===== config.mk =====
export PLATFORM = sky130hd
export DESIGN_NAME = slomo_interlock
export DESIGN_NICKNAME = d
export VERILOG_FILES = /design/src/rtl/slomo_pkg.sv /design/src/rtl/slomo_disp_trk.sv /design/src/rtl/slomo_freeze_fsm.sv /design/src/rtl/slomo_recon_gate.sv /design/src/rtl/slomo_interlock.sv
export SDC_FILE = /design/constraint.sdc
export NUM_CORES = 1
export LEC_CHECK = 0
export BUFFER_PORTS_ARGS = -buffer_cell sky130_fd_sc_hd__buf_2
export CORE_MARGIN = 5
export CORE_UTILIZATION = 47
export CTS_CLUSTER_DIAMETER = 60
export DETAILED_ROUTE_END_ITERATION = 7
export GPL_ROUTABILITY_DRIVEN = 0
export PLACE_DENSITY_LB_ADDON = 0.1
export SLEW_MARGIN = 25
export SYNTH_ARGS = -nofsm -noshare
export SYNTH_HDL_FRONTEND = slang
export SYNTH_SLANG_ARGS = --single-unit

===== constraint.sdc =====
create_clock -name clk -period 2.86 [get_ports clk]
set_clock_uncertainty 0.15 [all_clocks]
set_input_delay 0.572 -clock clk [delete_from_list [all_inputs] [get_ports clk]]
set_output_delay 0.572 -clock clk [all_outputs]
set_load 0.02 [all_outputs]

===== src/rtl/slomo_pkg.sv =====
package slomo_pkg;

  typedef enum logic [1:0] {
    ST_RUN    = 2'd0,
    ST_FROZEN = 2'd1,
    ST_RESUME = 2'd2
  } frz_state_e;

  // Picture-unit boundary: every field in field mode, frame end in frame mode.
  function automatic logic pu_boundary(input logic frame_mode,
                                       input logic done,
                                       input logic last);
    return done && (!frame_mode || last);
  endfunction

  // Grant recurrence: hold while pending, open once the final period is seen.
  function automatic logic grant_next(input logic pend,
                                      input logic held,
                                      input logic final_now);
    return pend && (held || final_now);
  endfunction

endpackage


===== src/rtl/slomo_disp_trk.sv =====
module slomo_disp_trk #(
  parameter int RPT_W = 4
) (
  input  logic             clk,
  input  logic             rst_n,
  input  logic             vsync,
  input  logic             vs_par,
  input  logic             fld_first,
  input  logic             fld_last,
  input  logic [RPT_W-1:0] fld_rpt,
  output logic             disp_par_now,
  output logic             fin_now,
  output logic [RPT_W-1:0] rpt_left
);

  localparam logic [RPT_W-1:0] RPT_ZERO = '0;

  function automatic logic [RPT_W-1:0] dec_sat(input logic [RPT_W-1:0] v);
    return (v == RPT_ZERO) ? RPT_ZERO : v - 1'b1;
  endfunction

  logic [RPT_W-1:0] rc_q, rc_nx;
  logic             lf_q, lf_nx;
  logic             par_q;

  always_comb begin
    rc_nx = rc_q;
    lf_nx = lf_q;
    if (vsync) begin
      if (fld_first) begin
        rc_nx = fld_rpt;
        lf_nx = fld_last;
      end else begin
        rc_nx = dec_sat(rc_q);
      end
    end
  end

  assign fin_now      = lf_nx && (rc_nx == RPT_ZERO);
  assign disp_par_now = vsync ? vs_par : par_q;
  assign rpt_left     = rc_q;

  always_ff @(posedge clk or negedge rst_n) begin
    if (!rst_n) begin
      rc_q  <= RPT_ZERO;
      lf_q  <= 1'b0;
      par_q <= 1'b0;
    end else begin
      rc_q  <= rc_nx;
      lf_q  <= lf_nx;
      par_q <= disp_par_now;
    end
  end

  // a repeat period consumes exactly one count
  a_r9_count_down: assert property (@(posedge clk) disable iff (!rst_n)
    (vsync && !fld_first && rc_q != RPT_ZERO) |=> (rc_q == $past(rc_q) - 1'b1));

  // a new field loads its repeat count
  a_r9_load: assert property (@(posedge clk) disable iff (!rst_n)
    (vsync && fld_first) |=> (rc_q == $past(fld_rpt)));

endmodule


===== src/rtl/slomo_freeze_fsm.sv =====
module slomo_freeze_fsm
  import slomo_pkg::*;
(
  input  logic clk,
  input  logic rst_n,
  input  logic slomo_en,
  input  logic frame_mode,
  input  logic pu_done,
  input  logic pu_last,
  input  logic vsync,
  input  logic disp_par_now,
  input  logic step_cmd,
  input  logic resume_cmd,
  output logic dec_run,
  output logic frz_on,
  output logic frz_par
);

  frz_state_e st_q, st_nx;
  logic       step_pend_q, step_pend_nx;
  logic       par_q, par_nx;
  logic       pu_edge;
  logic       step_fire;

  assign pu_edge   = slomo_en && pu_boundary(frame_mode, pu_done, pu_last);
  assign step_fire = (st_q == ST_FROZEN) && vsync && step_pend_q;

  always_comb begin
    st_nx        = st_q;
    step_pend_nx = step_pend_q;
    par_nx       = par_q;
    case (st_q)
      ST_RUN: begin
        step_pend_nx = 1'b0;
        if (pu_edge) begin
          st_nx  = ST_FROZEN;
          par_nx = disp_par_now;
        end
      end
      ST_FROZEN: begin
        if (resume_cmd) begin
          st_nx        = ST_RESUME;
          step_pend_nx = 1'b0;
        end else if (step_fire) begin
          par_nx       = ~par_q;
          step_pend_nx = 1'b0;
        end else if (step_cmd) begin
          step_pend_nx = 1'b1;
        end
      end
      ST_RESUME: begin
        step_pend_nx = 1'b0;
        if (vsync) st_nx = ST_RUN;
      end
      default: begin
        st_nx        = ST_RUN;
        step_pend_nx = 1'b0;
      end
    endcase
  end

  always_ff @(posedge clk or negedge rst_n) begin
    if (!rst_n) begin
      st_q        <= ST_RUN;
      step_pend_q <= 1'b0;
      par_q       <= 1'b0;
    end else begin
      st_q        <= st_nx;
      step_pend_q <= step_pend_nx;
      par_q       <= par_nx;
    end
  end

  assign dec_run = (st_q == ST_RUN);
  assign frz_on  = (st_q != ST_RUN);
  assign frz_par = par_q;

  // a slow-motion boundary stalls the decoder on the next cycle
  a_r2_stop_at_pu: assert property (@(posedge clk) disable iff (!rst_n)
    (dec_run && pu_edge) |=> !dec_run);

  // without slow motion the decoder is never stalled by a boundary
  a_r4_no_stop: assert property (@(posedge clk) disable iff (!rst_n)
    (dec_run && !slomo_en) |=> dec_run);

  // held parity moves only at a vsync while frozen
  a_r6_par_stable: assert property (@(posedge clk) disable iff (!rst_n)
    (frz_on && !vsync) |=> $stable(frz_par));

  // at most one parity flip per vsync, and only with a pending step
  a_r7_one_flip: assert property (@(posedge clk) disable iff (!rst_n)
    (frz_on && !step_fire) |=> $stable(frz_par));

  // resume completes only on a vsync
  a_r8_resume_vsync: assert property (@(posedge clk) disable iff (!rst_n)
    (st_q == ST_RESUME && !vsync) |=> !dec_run);

endmodule


===== src/rtl/slomo_recon_gate.sv =====
module slomo_recon_gate
  import slomo_pkg::*;
(
  input  logic clk,
  input  logic rst_n,
  input  logic b_pend,
  input  logic fin_now,
  output logic recon_go
);

  logic go_q;

  always_ff @(posedge clk or negedge rst_n) begin
    if (!rst_n) go_q <= 1'b0;
    else        go_q <= grant_next(b_pend, go_q, fin_now);
  end

  assign recon_go = go_q;

  // the grant never opens before the last field's final period
  a_r10_no_early: assert property (@(posedge clk) disable iff (!rst_n)
    $rose(recon_go) |-> $past(b_pend && fin_now));

  // the grant never outlives the request
  a_r11_drop: assert property (@(posedge clk) disable iff (!rst_n)
    !b_pend |=> !recon_go);

  // an open grant is kept while the request stays
  a_r11_hold: assert property (@(posedge clk) disable iff (!rst_n)
    (recon_go && b_pend) |=> recon_go);

endmodule


===== src/rtl/slomo_interlock.sv =====
module slomo_interlock
  import slomo_pkg::*;
#(
  parameter int RPT_W = 4
) (
  input  logic             clk,
  input  logic             rst_n,
  input  logic             slomo_en,
  input  logic             frame_mode,
  input  logic             pu_done,
  input  logic             pu_last,
  input  logic             vsync,
  input  logic             vs_par,
  input  logic             fld_first,
  input  logic             fld_last,
  input  logic [RPT_W-1:0] fld_rpt,
  input  logic             step_cmd,
  input  logic             resume_cmd,
  input  logic             b_pend,
  output logic             dec_run,
  output logic             frz_on,
  output logic             frz_par,
  output logic             recon_go
);

  logic             disp_par_now;
  logic             fin_now;
  logic [RPT_W-1:0] rpt_left;

  slomo_disp_trk #(.RPT_W(RPT_W)) trk_i (
    .clk          (clk),
    .rst_n        (rst_n),
    .vsync        (vsync),
    .vs_par       (vs_par),
    .fld_first    (fld_first),
    .fld_last     (fld_last),
    .fld_rpt      (fld_rpt),
    .disp_par_now (disp_par_now),
    .fin_now      (fin_now),
    .rpt_left     (rpt_left)
  );

  slomo_freeze_fsm fsm_i (
    .clk          (clk),
    .rst_n        (rst_n),
    .slomo_en     (slomo_en),
    .frame_mode   (frame_mode),
    .pu_done      (pu_done),
    .pu_last      (pu_last),
    .vsync        (vsync),
    .disp_par_now (disp_par_now),
    .step_cmd     (step_cmd),
    .resume_cmd   (resume_cmd),
    .dec_run      (dec_run),
    .frz_on       (frz_on),
    .frz_par      (frz_par)
  );

  slomo_recon_gate gate_i (
    .clk      (clk),
    .rst_n    (rst_n),
    .b_pend   (b_pend),
    .fin_now  (fin_now),
    .recon_go (recon_go)
  );

  // an open grant implies the remaining count reached zero at some vsync
  a_r10_count_zero: assert property (@(posedge clk) disable iff (!rst_n)
    $rose(recon_go) |-> (rpt_left == '0));

  // run and freeze flags are complementary
  a_r8_flags: assert property (@(posedge clk) disable iff (!rst_n)
    dec_run != frz_on);

endmodule


==> results of run 1 <==
-- power by group through the flow --
stage          clock [W]  combinational (W)  sequential [W]
2_1_floorplan          0          0.0000941        0.000221
3_3_place_gp           0           0.000148        0.000215
3_5_place_dp           0           0.000152        0.000214
4_1_cts         0.000109           0.000152        0.000211
5_1_grt         0.000118           0.000168        0.000216
6_report        0.000105           0.000151        0.000212
-- synth_stat cells, types with 2 or more instances --
| cell | n |
|---|---|
| dfrtp_1 | 11 |
| inv_1 | 6 |
| nand2_1 | 4 |
| nand2b_1 | 4 |
| nor2_1 | 3 |
| and2_1 | 2 |
| and3_2 | 2 |
| buf_4 | 2 |
| mux2_1 | 2 |
| nand3_1 | 2 |
| nor3_1 | 2 |
| o21ai_1 | 2 |
-- layer usage --
| layer | vias to the layer above | GRT usage | part of all wire |
|---|---|---|---|
| met3 | 4 | 0.0469 | 0.054 |
| met1 | 246 | 0.198 | 0.49 |
| li1 | 276 | - | - |
| met2 | 12 | 0.195 | 0.44 |
| met4 | 0 | 0.0909 | 0.013 |
| met5 | - | 0 | 0 |
-- worst max-delay path by stage --
stage	from	end	slack [ps]	cells after the start
floorplan	fld_first	gate_i.recon_go	1120	5
global placement	vsync	gate_i.recon_go	1020	5
detailed placement	vsync	gate_i.recon_go	970	5
CTS	fsm_i.st_q[1]	dec_run	1020	2
global route	fsm_i.st_q[1]	frz_on	940	3
finish	fsm_i.st_q[1]	dec_run	1010	2
-- state kept, by name (all words and copies together), names as in the netlist --
signal	cells
fsm_i.frz_par	1
gate_i.recon_go	1
fsm_i.st_q	2
trk_i.lf_q	1
fsm_i.step_pend_q	1
trk_i.rpt_left	4
trk_i.par_q	1
-- worst max-delay path, cell delays in order (launching register included) --
cell,delay [ps]
dfrtp_1,390
nor2_1,250
buf_2,220
-- area by class of cell --
cell class,instances,area [sq um]
fillers,121,527
multi-input cells,46,315
flip-flops and latches,11,275
repair buffers,20,100
clock buffers,4,26.3
inverters,6,22.5
well taps,15,18.8
-- logic make-up (layout without fill, tap and decap cells) --
| logic type | count (synthesis) | count (layout) | share of synthesized area |
|---|---|---|---|
| compound gates | 12 | 12 | 0.141 |
| buf+inv | 8 | 30 | 0.0598 |
| flops | 11 | 11 | 0.438 |
| simple gates | 30 | 30 | 0.291 |
| mux | 4 | 4 | 0.0697 |
-- stage by stage --
stage                util  total power, W  cells  hold WS (ps)  cell area [sq um]
floorplan               -        0.000315     65           126                628
global placement    0.570        0.000362     98           308                732
detailed placement  0.570        0.000366     98           304                732
CTS                 0.590        0.000472    102          13.7                758
global route        0.590        0.000502    102          17.6                758
finish              0.590        0.000468    102          16.2                758
==> impl_metrics.env, run 1 <==
export IMPL_status="complete, no violations"
export IMPL_antenna_found_initial=0
export IMPL_cts_buffers=3
export IMPL_drtPass1Iterations=6
export IMPL_synth_area_sq_um=628
export IMPL_cp_arrival_ps=1130
export IMPL_switching_share=0.345
export IMPL_viasPerCell=5.27
export IMPL_ir_worst_vdd_v=0.000325
export IMPL_fp_dieW_microns=46.6
export IMPL_internal_power_w=0.000306
export IMPL_htree_levels=1
export IMPL_via_count=538
export IMPL_area_growth_pct=20.7
export IMPL_insertion_delay_ps=260
export IMPL_tritoncts="yes"
export IMPL_syn_area_per_cell_sq_um=9.66
export IMPL_cp_start_kind="flop"
export IMPL_drc=0
export IMPL_post_place_ws_ps=974
export IMPL_io_pins=21
export IMPL_pwr_share_comb=0.322
export IMPL_grt_pass1_wl_mm=2.13
export IMPL_hp_class="input port to asynchronous set/reset pin"
export IMPL_yosysTopAreaCell="dfrtp_1"
export IMPL_cp_max_fo=4
export IMPL_ys_seq_area_frac=0.438
export IMPL_yosysTopAreaCellShare=0.438
export IMPL_clk_pin_slew_ps=70
export IMPL_period_share=0.647
export IMPL_switchingPower_w=0.000162
export IMPL_gr_total_overflow=0
export IMPL_yosys_register_bits=11
export IMPL_initial_utilization=0.489
export IMPL_drv_slew=0
export IMPL_syn_inst=65
export IMPL_slew_headroom=0.821
export IMPL_final_common_cell="buf_2"
export IMPL_grt_usage=0.146
export IMPL_grt_max_degree=15
export IMPL_antenna_left=0
export IMPL_num_rows=13
export IMPL_layout_nets=105
export IMPL_finalSetupTns_ps=0
export IMPL_wl_per_cell_microns=13.1
export IMPL_synth_async_reset_ratio=1.00
export IMPL_clockRootBuffer="clkbuf_4"
export IMPL_cp_required_ps=2140
export IMPL_tightest_slew_ps=265
export IMPL_synth_flop_cell="dfrtp_1"
export IMPL_final_cell_mix="buf_2, dfrtp_1, inv_1"
export IMPL_power_density_nw_per_um2=617
export IMPL_port_buffers=20
export IMPL_antenna_cells=0
export IMPL_cts_resized=0
export IMPL_wirelength_mm=1.34
export IMPL_synth_cell_types=35
export IMPL_cts_sinks=11
export IMPL_clock_path_buffers=2
export IMPL_finalHoldViolations=0
export IMPL_hold_buffers=0
export IMPL_setup_viol=0
export IMPL_path_class="flop to primary output"
export IMPL_final_layout_size_suffix_gt1_frac=0.345
export IMPL_power_leakage_nw=0.394
export IMPL_drtIter0Drc=14
export IMPL_clock_power_share=0.225
export IMPL_grt_pass1_vias=498
export IMPL_setup_worst_path_end_class="primary output"
export IMPL_r2r_start="trk_i.rpt_left[2]"
export IMPL_floorplan_core_area_sq_um=1280
export IMPL_synth_top_cells_by_area="dfrtp_1, nand2b_1, inv_1, mux2_1, and3_2"
export IMPL_seq_power_share=0.452
export IMPL_rsz0062_at_grt="no"
export IMPL_period_minus_slack_ps=1850
export IMPL_drv_cap=0
export IMPL_max_clock_freq_ghz=0.540
export IMPL_syn_nets=82
export IMPL_setup_slack_ps=1010
export IMPL_postCtsSetupBuffers=0
export IMPL_r2r_slack_ps=1270
export IMPL_die_area_sq_um=2170
export IMPL_synth_warnings=0
export IMPL_synth_edf_count=0
export IMPL_die_h_microns=46.6
export IMPL_r2r_end="gate_i.recon_go"
export IMPL_r2r_cells=4
Note: power is estimated with default switching activity, not from simulation.
==> run 2, diff against run 1 <==
- CORE_UTILIZATION: 47 -> 42
- clock period: 2.86 -> 1.5 ns (I/O delays scaled with it)
==> run 2 against run 1 <==
  * Non-clock buffer count up 9
  * Largest cell class unchanged
  * Hold slack gained 86 ps
  * Sequential power increased by 88%
  * Wire length increased by 15%
  * The run now ends with negative setup slack left
==> impl_metrics.env, run 2 (same netlist as run 1, synthesis figures left out) <==
export IMPL_setup_slack_ps=-49.7
export IMPL_cp_max_fo=2
export IMPL_drc=0
export IMPL_clk_pin_slew_ps=70
export IMPL_setup_worst_path_end_class="flop"
export IMPL_fp_dieW_microns=48.7
export IMPL_finalSetupTns_ps=-49.7
export IMPL_drtIter0Drc=5
export IMPL_cp_required_ps=1550
export IMPL_final_cell_mix="buf_2, dfrtp_1, buf_4"
export IMPL_cts_buffers=3
export IMPL_viasPerCell=5.22
export IMPL_drv_cap=0
export IMPL_htree_levels=1
export IMPL_slowest_delay_ps=370
export IMPL_period_minus_slack_ps=1550
export IMPL_setup_viol=1
export IMPL_gr_total_overflow=0
export IMPL_wirelength_mm=1.54
export IMPL_drv_slew=0
export IMPL_max_clock_freq_ghz=0.645
export IMPL_slew_headroom=0.768
export IMPL_hp_class="input port to flop"
export IMPL_cp_arrival_ps=1600
export IMPL_tritoncts="yes"
export IMPL_period_share=1.03
export IMPL_antenna_cells=0
export IMPL_power_density_nw_per_um2=1140
export IMPL_die_area_sq_um=2370
export IMPL_largest_reg_flops=4
export IMPL_slowest_stage="dfrtp_1"
export IMPL_grt_pass1_wl_mm=2.60
export IMPL_cp_start_kind="flop"
export IMPL_initial_utilization=0.432
export IMPL_cts_sinks=11
export IMPL_die_h_microns=48.7
export IMPL_insertion_delay_ps=260
export IMPL_drtPass1Iterations=4
export IMPL_worstPathCellList="or3_1 -> a221o_1 -> nor2_2 -> a32o_2"
export IMPL_tightest_slew_ps=349
export IMPL_place_inst=106
export IMPL_area_growth_pct=36.5
export IMPL_final_util=0.590
export IMPL_final_layout_size_suffix_gt1_frac=0.438
export IMPL_dp_hpwl_mm=1.14
export IMPL_final_common_cell="buf_2"
export IMPL_status="finished, violations left"
export IMPL_io_pins=21
export IMPL_grt_max_degree=12
export IMPL_grt_pass1_vias=613
export IMPL_floorplan_core_area_sq_um=1450
export IMPL_antenna_left=0
export IMPL_final_cells=112
export IMPL_antenna_found_initial=0
export IMPL_grt_usage=0.139
export IMPL_port_buffers=20
export IMPL_path_class="flop to flop"
export IMPL_clock_path_buffers=2
export IMPL_ir_worst_vdd_v=0.000652
export IMPL_whs_ps=102
export IMPL_num_rows=14
export IMPL_fill_cells=136
export IMPL_wl_per_cell_microns=13.7
export IMPL_layout_nets=114
export IMPL_clockRootBuffer="clkbuf_4"
export IMPL_power_leakage_nw=0.443
export IMPL_via_count=585
export IMPL_violations="negative setup slack"
export IMPL_rsz0062_at_grt="yes"
export IMPL_finalHoldViolations=0
[run 2: final timing paths]
path	start	endpoint	slack (ps)	cells past startpoint
worst max-delay path	trk_i.rpt_left[2]	gate_i.recon_go	-50	4
worst min-delay path	resume_cmd	fsm_i.step_pend_q	100	2
worst max register to register	trk_i.rpt_left[2]	gate_i.recon_go	-50	4
worst min register to register	trk_i.lf_q	trk_i.lf_q	340	1
max in group asynchronous	rst_n	fsm_i.step_pend_q	700	2
min in group asynchronous	rst_n	trk_i.lf_q	300	2
[run 2: final cells by class]
class	count	area [sq um]	share of cell area
multi-input cells	46	334	0.390
repair buffers	29	179	0.209
flip-flops and latches	11	275	0.321
clock buffers	4	26.3	0.0307
well taps	16	20.0	0.0234
inverters	6	22.5	0.0263
[run 2: stage by stage]
stage	setup WS, ps	cell area, sq um	power [W]
after floorplan	14.2	631	0.000603
after global placement	-40.8	788	0.000735
after detailed placement	-42.1	788	0.000741
after CTS	-39.9	841	0.000964
after global routing	-103	857	0.00105
final	-49.7	857	0.000976
[run 2: timing repair]
action | 4_1_cts | 5_1_grt
hold buffers | 1 | 0
endpoints found under the setup margin | 3 | 4
endpoints found under the hold margin | 11 | 0
resized for setup | 3 | 4
pin swaps | 0 | 2
cloned | 0 | 0
setup buffers | 0 | 1
[run 2: critical path, delay by kind of cell, from the launching register on]
kind / cells / cell delay, ps
compound gates: 2 / 510
flops: 1 / 370
simple gates: 2 / 460
[run 2: report_power, final]
| group | internal (W) | switching [W] |
|---|---|---|
| sequential | 0.000354 | 0.0000440 |
| combinational | 0.000191 | 0.000191 |
| clock | 0.000103 | 0.0000927 |
[run 2: metal layers]
layer  up-vias  share of wire  global-route usage
li1        299              -                   -
met1       261           0.44               0.172
met2        19           0.46               0.198
met3         6          0.075              0.0552
met4         0          0.023              0.0852
met5         -              0                   0
